$ cat src/rtl/i2c_xact_pkg.sv
// Shared encodings for the I2C transaction sequencer.
// Assumes: the byte engine decodes eng_op with the values below.
package i2c_xact_pkg;

    typedef enum logic [1:0] {
        ENG_START = 2'd0,
        ENG_STOP  = 2'd1,
        ENG_WRITE = 2'd2,
        ENG_READ  = 2'd3
    } eng_op_e;

    localparam logic [1:0] OP_PROBE = 2'd0;
    localparam logic [1:0] OP_READ  = 2'd1;

    typedef enum logic [3:0] {
        S_IDLE,
        S_START,
        S_DEVW,
        S_ADDR,
        S_MSTOP,
        S_MSTART,
        S_DEVR,
        S_RDATA,
        S_WDATA,
        S_STOP,
        S_FIN
    } seq_state_e;

endpackage

$ cat src/rtl/i2c_xact_addr.sv
// Address byte builder: forms the write/read device bytes (with optional
// folding of high internal-address bits) and selects the internal address
// byte indexed by the remaining-byte counter.
// Assumes: alen <= ABYTES and aidx in 1..alen while the address is sent.
module i2c_xact_addr #(
    parameter int ABYTES = 4,
    localparam int AW     = $clog2(ABYTES + 1),
    localparam int ADDR_W = 8 * ABYTES
) (
    input  logic [6:0]        chip,
    input  logic [ADDR_W-1:0] addr,
    input  logic [AW-1:0]     alen,
    input  logic [AW-1:0]     aidx,
    input  logic [6:0]        mask,
    input  logic              fold_en,
    output logic [7:0]        dev_wr,
    output logic [7:0]        dev_rd,
    output logic [7:0]        addr_byte
);

    logic [ADDR_W-1:0] hi_bits;
    logic [ADDR_W-1:0] sel_bits;
    logic [AW-1:0]     bidx;
    logic [6:0]        dev7;

    // Fold address bits above the programmed length into the device address.
    always_comb begin
        hi_bits = addr >> {alen, 3'b000};
        dev7    = fold_en ? (chip | (hi_bits[6:0] & mask)) : chip;
        dev_wr  = {dev7, 1'b0};
        dev_rd  = {dev7, 1'b1};
    end

    // Pick the internal address byte, most significant first.
    always_comb begin
        bidx      = aidx - 1'b1;
        sel_bits  = addr >> {bidx, 3'b000};
        addr_byte = sel_bits[7:0];
    end

endmodule

$ cat src/rtl/i2c_xact_ctrl.sv
// Transaction control: walks the primitive sequence of a probe, read or
// write, issues one engine primitive at a time, and gathers status.
// Assumes: the engine answers each eng_req pulse with exactly one eng_done.
module i2c_xact_ctrl
    import i2c_xact_pkg::*;
#(
    parameter int ABYTES = 4,
    parameter int LEN_W  = 8,
    localparam int AW    = $clog2(ABYTES + 1)
) (
    input  logic             clk,
    input  logic             rst_n,
    input  logic             cmd_valid,
    input  logic [1:0]       cmd_op,
    input  logic [AW-1:0]    cmd_alen,
    input  logic [LEN_W-1:0] cmd_len,
    input  logic             cfg_rep_start,
    input  logic [7:0]       dev_wr,
    input  logic [7:0]       dev_rd,
    input  logic [7:0]       addr_byte,
    output logic             accept,
    output logic [AW-1:0]    alen_q,
    output logic [AW-1:0]    aidx_q,
    input  logic [7:0]       wr_data,
    input  logic             wr_valid,
    output logic             wr_ready,
    output logic [7:0]       rd_data,
    output logic             rd_valid,
    output logic             eng_req,
    output logic [1:0]       eng_op,
    output logic [7:0]       eng_wdata,
    output logic             eng_nack_out,
    input  logic             eng_done,
    input  logic             eng_nack_in,
    input  logic [7:0]       eng_rdata,
    output logic             busy,
    output logic             done,
    output logic             st_present,
    output logic             st_nochip,
    output logic             st_addr_err,
    output logic [LEN_W-1:0] st_fail_cnt
);

    seq_state_e       state_q;
    eng_op_e          op_sel;
    logic [1:0]       op_q;
    logic [LEN_W-1:0] rem_q;
    logic             rep_q;
    logic             waiting_q;
    logic             active;
    logic             complete;
    logic             is_probe;
    logic             is_read;
    logic             last_byte;

    assign is_probe  = (op_q == OP_PROBE);
    assign is_read   = (op_q == OP_READ);
    assign last_byte = (rem_q == LEN_W'(1));
    assign complete  = waiting_q && eng_done;
    assign busy      = (state_q != S_IDLE);
    assign done      = (state_q == S_FIN);
    assign accept    = cmd_valid && (state_q == S_IDLE);

    // Primitive selection and request issue for the current state.
    always_comb begin
        active   = (state_q != S_IDLE) && (state_q != S_FIN);
        wr_ready = (state_q == S_WDATA) && !waiting_q;
        eng_req  = active && !waiting_q && !((state_q == S_WDATA) && !wr_valid);
        case (state_q)
            S_START, S_MSTART: op_sel = ENG_START;
            S_MSTOP, S_STOP:   op_sel = ENG_STOP;
            S_RDATA:           op_sel = ENG_READ;
            default:           op_sel = ENG_WRITE;
        endcase
        case (state_q)
            S_DEVW:  eng_wdata = dev_wr;
            S_ADDR:  eng_wdata = addr_byte;
            S_DEVR:  eng_wdata = dev_rd;
            S_WDATA: eng_wdata = wr_data;
            default: eng_wdata = 8'h00;
        endcase
        eng_nack_out = (state_q == S_RDATA) && last_byte;
    end

    assign eng_op = op_sel;

    // Sequence state, counters, read strobe and status registers.
    always_ff @(posedge clk) begin
        if (!rst_n) begin
            state_q     <= S_IDLE;
            op_q        <= 2'd0;
            alen_q      <= '0;
            aidx_q      <= '0;
            rem_q       <= '0;
            rep_q       <= 1'b0;
            waiting_q   <= 1'b0;
            rd_valid    <= 1'b0;
            rd_data     <= 8'h00;
            st_present  <= 1'b0;
            st_nochip   <= 1'b0;
            st_addr_err <= 1'b0;
            st_fail_cnt <= '0;
        end else begin
            rd_valid <= 1'b0;
            if (eng_req) begin
                waiting_q <= 1'b1;
            end
            case (state_q)
                S_IDLE: begin
                    if (cmd_valid) begin
                        op_q        <= cmd_op;
                        alen_q      <= cmd_alen;
                        aidx_q      <= cmd_alen;
                        rem_q       <= cmd_len;
                        rep_q       <= cfg_rep_start;
                        st_present  <= 1'b0;
                        st_nochip   <= 1'b0;
                        st_addr_err <= 1'b0;
                        st_fail_cnt <= '0;
                        state_q     <= S_START;
                    end
                end
                S_FIN: state_q <= S_IDLE;
                default: begin
                    if (complete) begin
                        waiting_q <= 1'b0;
                        case (state_q)
                            S_START: begin
                                state_q <= (is_read && alen_q == '0) ? S_DEVR : S_DEVW;
                            end
                            S_DEVW: begin
                                if (is_probe) begin
                                    st_present <= !eng_nack_in;
                                    state_q    <= S_STOP;
                                end else if (eng_nack_in) begin
                                    st_nochip <= 1'b1;
                                    state_q   <= S_STOP;
                                end else if (alen_q != '0) begin
                                    state_q <= S_ADDR;
                                end else begin
                                    state_q <= (rem_q != '0) ? S_WDATA : S_STOP;
                                end
                            end
                            S_ADDR: begin
                                if (eng_nack_in) begin
                                    st_addr_err <= 1'b1;
                                    state_q     <= S_FIN;
                                end else if (aidx_q == AW'(1)) begin
                                    if (is_read) begin
                                        state_q <= rep_q ? S_MSTART : S_MSTOP;
                                    end else begin
                                        state_q <= (rem_q != '0) ? S_WDATA : S_STOP;
                                    end
                                end else begin
                                    aidx_q <= aidx_q - 1'b1;
                                end
                            end
                            S_MSTOP:  state_q <= S_MSTART;
                            S_MSTART: state_q <= S_DEVR;
                            S_DEVR:   state_q <= (rem_q != '0) ? S_RDATA : S_STOP;
                            S_RDATA: begin
                                rd_valid <= 1'b1;
                                rd_data  <= eng_rdata;
                                rem_q    <= rem_q - 1'b1;
                                if (last_byte) begin
                                    state_q <= S_STOP;
                                end
                            end
                            S_WDATA: begin
                                if (eng_nack_in) begin
                                    st_fail_cnt <= st_fail_cnt + 1'b1;
                                end
                                rem_q <= rem_q - 1'b1;
                                if (last_byte) begin
                                    state_q <= S_STOP;
                                end
                            end
                            S_STOP:  state_q <= S_FIN;
                            default: state_q <= S_IDLE;
                        endcase
                    end
                end
            endcase
        end
    end

endmodule

$ cat src/rtl/i2c_xact_seq.sv
// Top of the I2C transaction sequencer: latches the command addressing
// fields, builds address bytes and runs the control sequence.
// Assumes: commands are offered only while busy is low; cmd_alen <= ABYTES.
module i2c_xact_seq #(
    parameter int ABYTES = 4,
    parameter int LEN_W  = 8,
    localparam int AW     = $clog2(ABYTES + 1),
    localparam int ADDR_W = 8 * ABYTES
) (
    input  logic              clk,
    input  logic              rst_n,
    input  logic              cmd_valid,
    input  logic [1:0]        cmd_op,
    input  logic [6:0]        cmd_chip,
    input  logic [ADDR_W-1:0] cmd_addr,
    input  logic [AW-1:0]     cmd_alen,
    input  logic [LEN_W-1:0]  cmd_len,
    input  logic              cfg_rep_start,
    input  logic [6:0]        cfg_fold_mask,
    input  logic [7:0]        wr_data,
    input  logic              wr_valid,
    output logic              wr_ready,
    output logic [7:0]        rd_data,
    output logic              rd_valid,
    output logic              eng_req,
    output logic [1:0]        eng_op,
    output logic [7:0]        eng_wdata,
    output logic              eng_nack_out,
    input  logic              eng_done,
    input  logic              eng_nack_in,
    input  logic [7:0]        eng_rdata,
    output logic              busy,
    output logic              done,
    output logic              st_present,
    output logic              st_nochip,
    output logic              st_addr_err,
    output logic [LEN_W-1:0]  st_fail_cnt
);

    logic              accept;
    logic [6:0]        chip_q;
    logic [ADDR_W-1:0] addr_q;
    logic [6:0]        mask_q;
    logic              fold_q;
    logic [AW-1:0]     alen_q;
    logic [AW-1:0]     aidx_q;
    logic [7:0]        dev_wr;
    logic [7:0]        dev_rd;
    logic [7:0]        addr_byte;

    // Hold the addressing fields of the accepted command.
    always_ff @(posedge clk) begin
        if (!rst_n) begin
            chip_q <= '0;
            addr_q <= '0;
            mask_q <= '0;
            fold_q <= 1'b0;
        end else if (accept) begin
            chip_q <= cmd_chip;
            addr_q <= cmd_addr;
            mask_q <= cfg_fold_mask;
            fold_q <= (cmd_op != i2c_xact_pkg::OP_PROBE);
        end
    end

    i2c_xact_addr #(.ABYTES(ABYTES)) u_addr (
        .chip      (chip_q),
        .addr      (addr_q),
        .alen      (alen_q),
        .aidx      (aidx_q),
        .mask      (mask_q),
        .fold_en   (fold_q),
        .dev_wr    (dev_wr),
        .dev_rd    (dev_rd),
        .addr_byte (addr_byte)
    );

    i2c_xact_ctrl #(.ABYTES(ABYTES), .LEN_W(LEN_W)) u_ctrl (
        .clk           (clk),
        .rst_n         (rst_n),
        .cmd_valid     (cmd_valid),
        .cmd_op        (cmd_op),
        .cmd_alen      (cmd_alen),
        .cmd_len       (cmd_len),
        .cfg_rep_start (cfg_rep_start),
        .dev_wr        (dev_wr),
        .dev_rd        (dev_rd),
        .addr_byte     (addr_byte),
        .accept        (accept),
        .alen_q        (alen_q),
        .aidx_q        (aidx_q),
        .wr_data       (wr_data),
        .wr_valid      (wr_valid),
        .wr_ready      (wr_ready),
        .rd_data       (rd_data),
        .rd_valid      (rd_valid),
        .eng_req       (eng_req),
        .eng_op        (eng_op),
        .eng_wdata     (eng_wdata),
        .eng_nack_out  (eng_nack_out),
        .eng_done      (eng_done),
        .eng_nack_in   (eng_nack_in),
        .eng_rdata     (eng_rdata),
        .busy          (busy),
        .done          (done),
        .st_present    (st_present),
        .st_nochip     (st_nochip),
        .st_addr_err   (st_addr_err),
        .st_fail_cnt   (st_fail_cnt)
    );

endmodule

$ cat config.mk
export PLATFORM = sky130hd
export DESIGN_NAME = i2c_xact_seq
export DESIGN_NICKNAME = d
export VERILOG_FILES = /design/src/rtl/i2c_xact_pkg.sv /design/src/rtl/i2c_xact_addr.sv /design/src/rtl/i2c_xact_ctrl.sv /design/src/rtl/i2c_xact_seq.sv
export SDC_FILE = /design/constraint.sdc
export NUM_CORES = 1
export LEC_CHECK = 0
export BUFFER_PORTS_ARGS = -buffer_cell sky130_fd_sc_hd__buf_2
export CORE_MARGIN = 10
export CORE_UTILIZATION = 55
export DETAILED_ROUTE_END_ITERATION = 16
export PLACE_DENSITY = 0.83
export SKIP_LAST_GASP = 1
export SYNTH_ARGS = -nofsm -noshare
export SYNTH_HDL_FRONTEND = slang
export SYNTH_SLANG_ARGS = --single-unit
$ cat constraint.sdc
create_clock -name clk -period 3.5 [get_ports clk]
set_clock_uncertainty 0.1 [all_clocks]
set_input_delay 0.7 -clock clk [delete_from_list [all_inputs] [get_ports clk]]
set_output_delay 0.7 -clock clk [all_outputs]
set_load 0.005 [all_outputs]
; ---- Yosys cells after proc, flatten, opt, wreduce, memory -nomap -nowiden
; Cells that the tools add are included.
; W data, S select, Z words.
[op_classes]
n_addsub = 3
n_eq_ne = 20
shifts = 2
n_mux = 50
n_bitwise = 6
reduce_logical = 42
[op_table]
columns = operator, count
row1 = $mux W8, 7
row2 = $mux W4, 10
row3 = $pmux W4 S8, 1
row4 = $pmux W8 S2, 2
row5 = $pmux W8 S4, 1
row6 = $shr A32 B6 Y7, 1
row7 = $shr A32 B6 Y8, 1
row8 = $mux W3, 6
row9 = $eq A4 B3 Y1 const B, 4
row10 = $mux W1, 16
row11 = $reduce_bool A2 Y1, 8
row12 = $reduce_and A5 Y1, 3
row13 = $eq A4 B4 Y1 const B, 3
row14 = $reduce_and A6 Y1, 2
row15 = $logic_and A1 B1 Y1, 9
row16 = $add A8 B1 Y8 const B, 1
row17 = $eq A4 B2 Y1 const B, 2
row18 = $eq A8 B1 Y1 const B, 1
row19 = $pmux W4 S2, 1
row20 = $reduce_and A4 Y1, 2
row21 = $reduce_bool A8 Y1, 1
row22 = $reduce_or A2 Y1, 4
row23 = $sub A8 B1 Y8 const B, 1
row24 = $and A7 B7 Y7, 1
row25 = 24 further kinds, 35
[word_totals]
reg_bits = 89
inputBits = 82
out_inout_bits = 35
word_cells = 140

; ---- Longest topological paths before layout
[depth]
ltp_word = 8
depth_mapped = 8
mapped_depth_nobuf = 7

; ---- Hierarchy
; From an unflattened synthesis, not the netlist that was laid out.
[hier_totals]
hier_cells = 527
hier_area_um2 = 4903.5
[by_module_without_submodules]
columns = module, n_inst, cells_each, area_per_inst_um2
row1 = i2c_xact_ctrl, 1, 308, 2473.6
row2 = i2c_xact_seq, 1, 153, 1800.5
row3 = i2c_xact_addr, 1, 66, 629.4

; ---- Worst setup path after synthesis
; No wires, ideal clock.
[synth_timing]
path_type = register -> output
startpoint = register u_ctrl.aidx_q[0]
endpoint = output port eng_wdata[1]
arrival_time_ps = 1880
required_time_ps = 2700
setup_slack_ps = 820
path_stages_with_launch = 9
path_buffers = 2
path_cell_list = dfxtp_1 -> buf_2 -> inv_1 -> ha_1 -> clkbuf_1 -> mux4_2 -> nor2b_1 -> a21oi_1 -> o21ai_0
[synth_between]
elab_chain_len = 3
[synth_lines]
columns = element, line_no
row1 = "start, declared", i2c_xact_ctrl.sv:23  ; output logic [AW-1:0] aidx_q,
row2 = "start signal, assigned", i2c_xact_ctrl.sv:113  ; aidx_q <= cmd_alen;
row3 = "start signal, assigned", i2c_xact_ctrl.sv:155  ; aidx_q <= aidx_q - 1'b1;
row4 = $sub A3 B1 Y3, i2c_xact_addr.sv:36  ; bidx = aidx - 1'b1;
row5 = $shr A32 B6 Y8, i2c_xact_addr.sv:37  ; sel_bits = addr >> {bidx, 3'b000};
row6 = $pmux W8 S4, i2c_xact_ctrl.sv:75  ; case (state_q)
row7 = "end, declared", i2c_xact_seq.sv:27  ; output logic [7:0] eng_wdata,
; No other way between the ends.

; ---- Worst setup path after layout
[layout_timing]
startpoint = register u_ctrl.aidx_q[0]
endpoint = output port eng_wdata[7]
; Same word-level chain as after synthesis.

==> impl_results.md <==
- Cell Area, Synth: around 0.0045 mm^2
- Remaining DRCs: 0
- WL met3: 1.26 mm
- Critical Path Fanout Max: 11
- Fin nets: 731
- Max-cap violations: 0
- Worst Reg2Reg Path Length in Cells: 5
- Yosys warns: 0
- Final TNS setup: 0 ns
- First-pass GRT wire length: 20.5 mm
- Final setup fails: 0
- IO Pins: roughly 120
- Gp weighted congestion: roughly 0.92
- Antenna cells: 0
- Multi-input combinational cell area: roughly 0.0025 mm^2
- EDFF count, synth: 0
- GRT overflow: 0
- Reg2reg setup slack: 1.00 ns
- Post-CTS setup repair buffer count: 0
- Wl on met1: roughly 5.6 mm
- Tightest Pin Transition: approximately 0.80 ns
- Top Layer Used: met4
- CP Data Required Time: about 2.7 ns
- CP startpoint kind: flop
- Fill cell count: approximately 690
- Mapped Cells: 548
- FF/Latch Area: 0.00178 mm^2
- Worst-Skew Late Latency: about 0.36 ns
- Distinct cells, synth: 66
- Crit path kind: flop to output pin
- P&R area growth vs syn: 18.3%
- Worst Setup End Kind: output pin
- Asr flop ratio synth: 0%
- Clk sinks: around 90
- Yosys reg bits: just under 90
- Clock network power share: 18.1%
- PwrDens: approximately 720 mW/mm^2
- Run status: finished, final reports clean
- Logic pwr share: 44.4%
- Fin. Hold Viols: 0
- Ys flop type: dfxtp_1
- Routed WL per cell: 17.3 um
- RSZ-0062 raised after global routing: false
- Sequential element share of the synthesized area: between 30% and 40%
- # port buffers: 116
- CTS clk-pin slew, worst paths: 0.09 ns
- Share of the synthesized area in the top cell type: roughly 40%
- Avg Inst Size Synth: around 8 um^2
- Core Region: roughly 0.008 mm^2
- Final worst path period share: between 90% and 100%
- Initial antenna violation count: 0
- Placed cell areas: a little over 0.005 mm^2
- CTS Hold Buffers Added: 0
- Cells on Worst Hold Path: 2
- Total die area: 0.0121 mm^2
- Vias in the first global route: ~4200
- Switching part of the total: between 40% and 50%
- Slew headroom: 46.8%
- Syn Nets: between 600 and 700
- Largest net degree at the start of global routing: 56
- Total Power: ~3.8 mW
- Area contributors post-synth: dfxtp_1 (40%), nand2_1 (11%), a21oi_1 (8.3%), mux4_2 (7.5%), nor2_1 (3.1%)
- Peak VDD IR: between 300 and 400 uV
- Die W: about 110 um
- Max Buffers Root-to-Sink: 2
- Worst endpoint data arrival time: ~2.4 ns
- H-Tree Depth: 3
- Final WL: approximately 13 mm
- Die Ht: ~110 um
- Row count: 32
- CTS tree: done
- Sw Pwr: about 1.6 mW
- Post-CTS Resized: 0
- Hpwl dp: 9.66 mm
- Initial Util: between 50% and 60%
- Met2 routed WL: 5.95 mm
- Total global-route track usage: a little over a fifth
- Post-synth top area cell: dfxtp_1
- Reg power frac: a little under two fifths
- Fmax: 0.313 GHz
- Avg Vias per Cell: a little under 6
- DRT iter0 DRCs: 417
- Ratio of cells with drive above 1 in the final layout: between 20% and 30%
- Fin. max-slew vios: 0
- CTS Buf Count: 9
- HP Class: flop to flop
- P_leak: ~2.1 nW
- Drt first pass iters: 5
- Fin crit period: approximately 3.2 ns
- Cell Int Power: about 2.2 mW
- Number of routed nets with antenna violations: 0
- Root buf cell: clkbuf_8
- Fin area: ~0.0053 mm^2
- Vias: 4400
==> final cells by class <==
type                            instances  share of cell area (%)
Timing Repair Buffer                  124                    12.6
Inverter                               11                   0.780
Multi-Input combinational cell        409                    46.9
Tap cell                              102                    2.41
Sequential cell                        89                    33.7
Clock buffer                            9                    2.34
Clock inverter                          7                    1.32
==> registers in the layout, summed over array words and instances (netlist names), 2 cells and up <==
signal              flops
u_ctrl.st_fail_cnt      8
u_ctrl.aidx_q           3
chip_q                  7
mask_q                  7
u_ctrl.rem_q            8
u_ctrl.alen_q           3
addr_q                 32
u_ctrl.state_q          4
u_ctrl.rd_data          8
u_ctrl.op_q             2
==> cell usage in the layout (no fill, tap or decap), drive strengths merged, types with 3 or more instances in the layout <==
cell      n
mux4     15
mux2i    10
nand3    11
a21oi    74
o31ai     3
nor2     39
nor3     11
dfxtp    89
a221oi    3
nand2   133
ha        5
o21ai    21
buf     124
xor2      6
nand2b    5
nor2b    10
clkbuf    9
a31oi    12
o22ai     3
inv      15
nand4     6
==> through the flow <==
stage,cells,hold WS (ns),setup WS (ns),utilization (%)
after floorplan,548,0.332,0.820,-
after global placement,735,0.342,0.769,65.3
after detailed placement,735,0.344,0.703,65.3
after CTS,751,0.356,0.300,67.8
after global routing,751,0.378,0.0955,67.8
final,751,0.356,0.308,67.8
==> cells in the mapped netlist (4+ instances only) <==
cell type,instances
inv_1,10
mux4_2,15
mux2i_1,10
a31oi_1,12
nand4_1,6
nand2_1,133
buf_2,7
buf_1,4
o21ai_0,19
dfxtp_1,89
nor2b_1,10
clkbuf_1,26
nor2_1,37
nand3_1,11
nand2b_1,5
nor3_1,11
ha_1,5
a21oi_1,74
xor2_1,6
==> final timing paths <==
check | from | endpoint
hold reg to reg | u_ctrl.aidx_q[1] | u_ctrl.aidx_q[1]
setup reg to reg | u_ctrl.state_q[0] | u_ctrl.aidx_q[1]
hold / removal | u_ctrl.aidx_q[1] | u_ctrl.aidx_q[1]
setup / recovery | u_ctrl.aidx_q[0] | eng_wdata[7]
==> cells by family (layout without fill, tap and decap cells) <==
kind of cell	after synthesis	in the layout	share of synthesized area [%]
compound gates	142	142	19.7
xor+xnor	8	8	1.57
fa+ha+maj	5	5	1.40
buf+inv	50	151	4.72
flops	89	89	39.8
mux	25	25	9.78
simple gates	229	229	23.0
==> critical path: stages, from the launching register on <==
cell	delay, ns
dfxtp_1	0.32
buf_4	0.22
inv_1	0.08
ha_1	0.51
mux4_2	0.36
nor2b_1	0.14
a21oi_1	0.11
o21ai_0	0.12
buf_2	0.16
==> power groups by stage <==
stage / Sequential [mW] / Clock [mW] / Combinational [mW]
floorplan: 1.33 / 0 / 1.32
global placement: 1.43 / 0 / 1.62
detailed placement: 1.44 / 0 / 1.67
CTS: 1.42 / 0.694 / 1.68
global route: 1.46 / 0.738 / 1.88
finish: 1.43 / 0.689 / 1.69
==> routing by layer <==
metal | track usage (%) | vias to the layer above
met5 | 0 | -
met4 | 6.33 | 0
met3 | 4.29 | 12
met2 | 32.2 | 213
met1 | 28.8 | 2055
li1 | - | 2120
(Power assumes the default switching activity.)
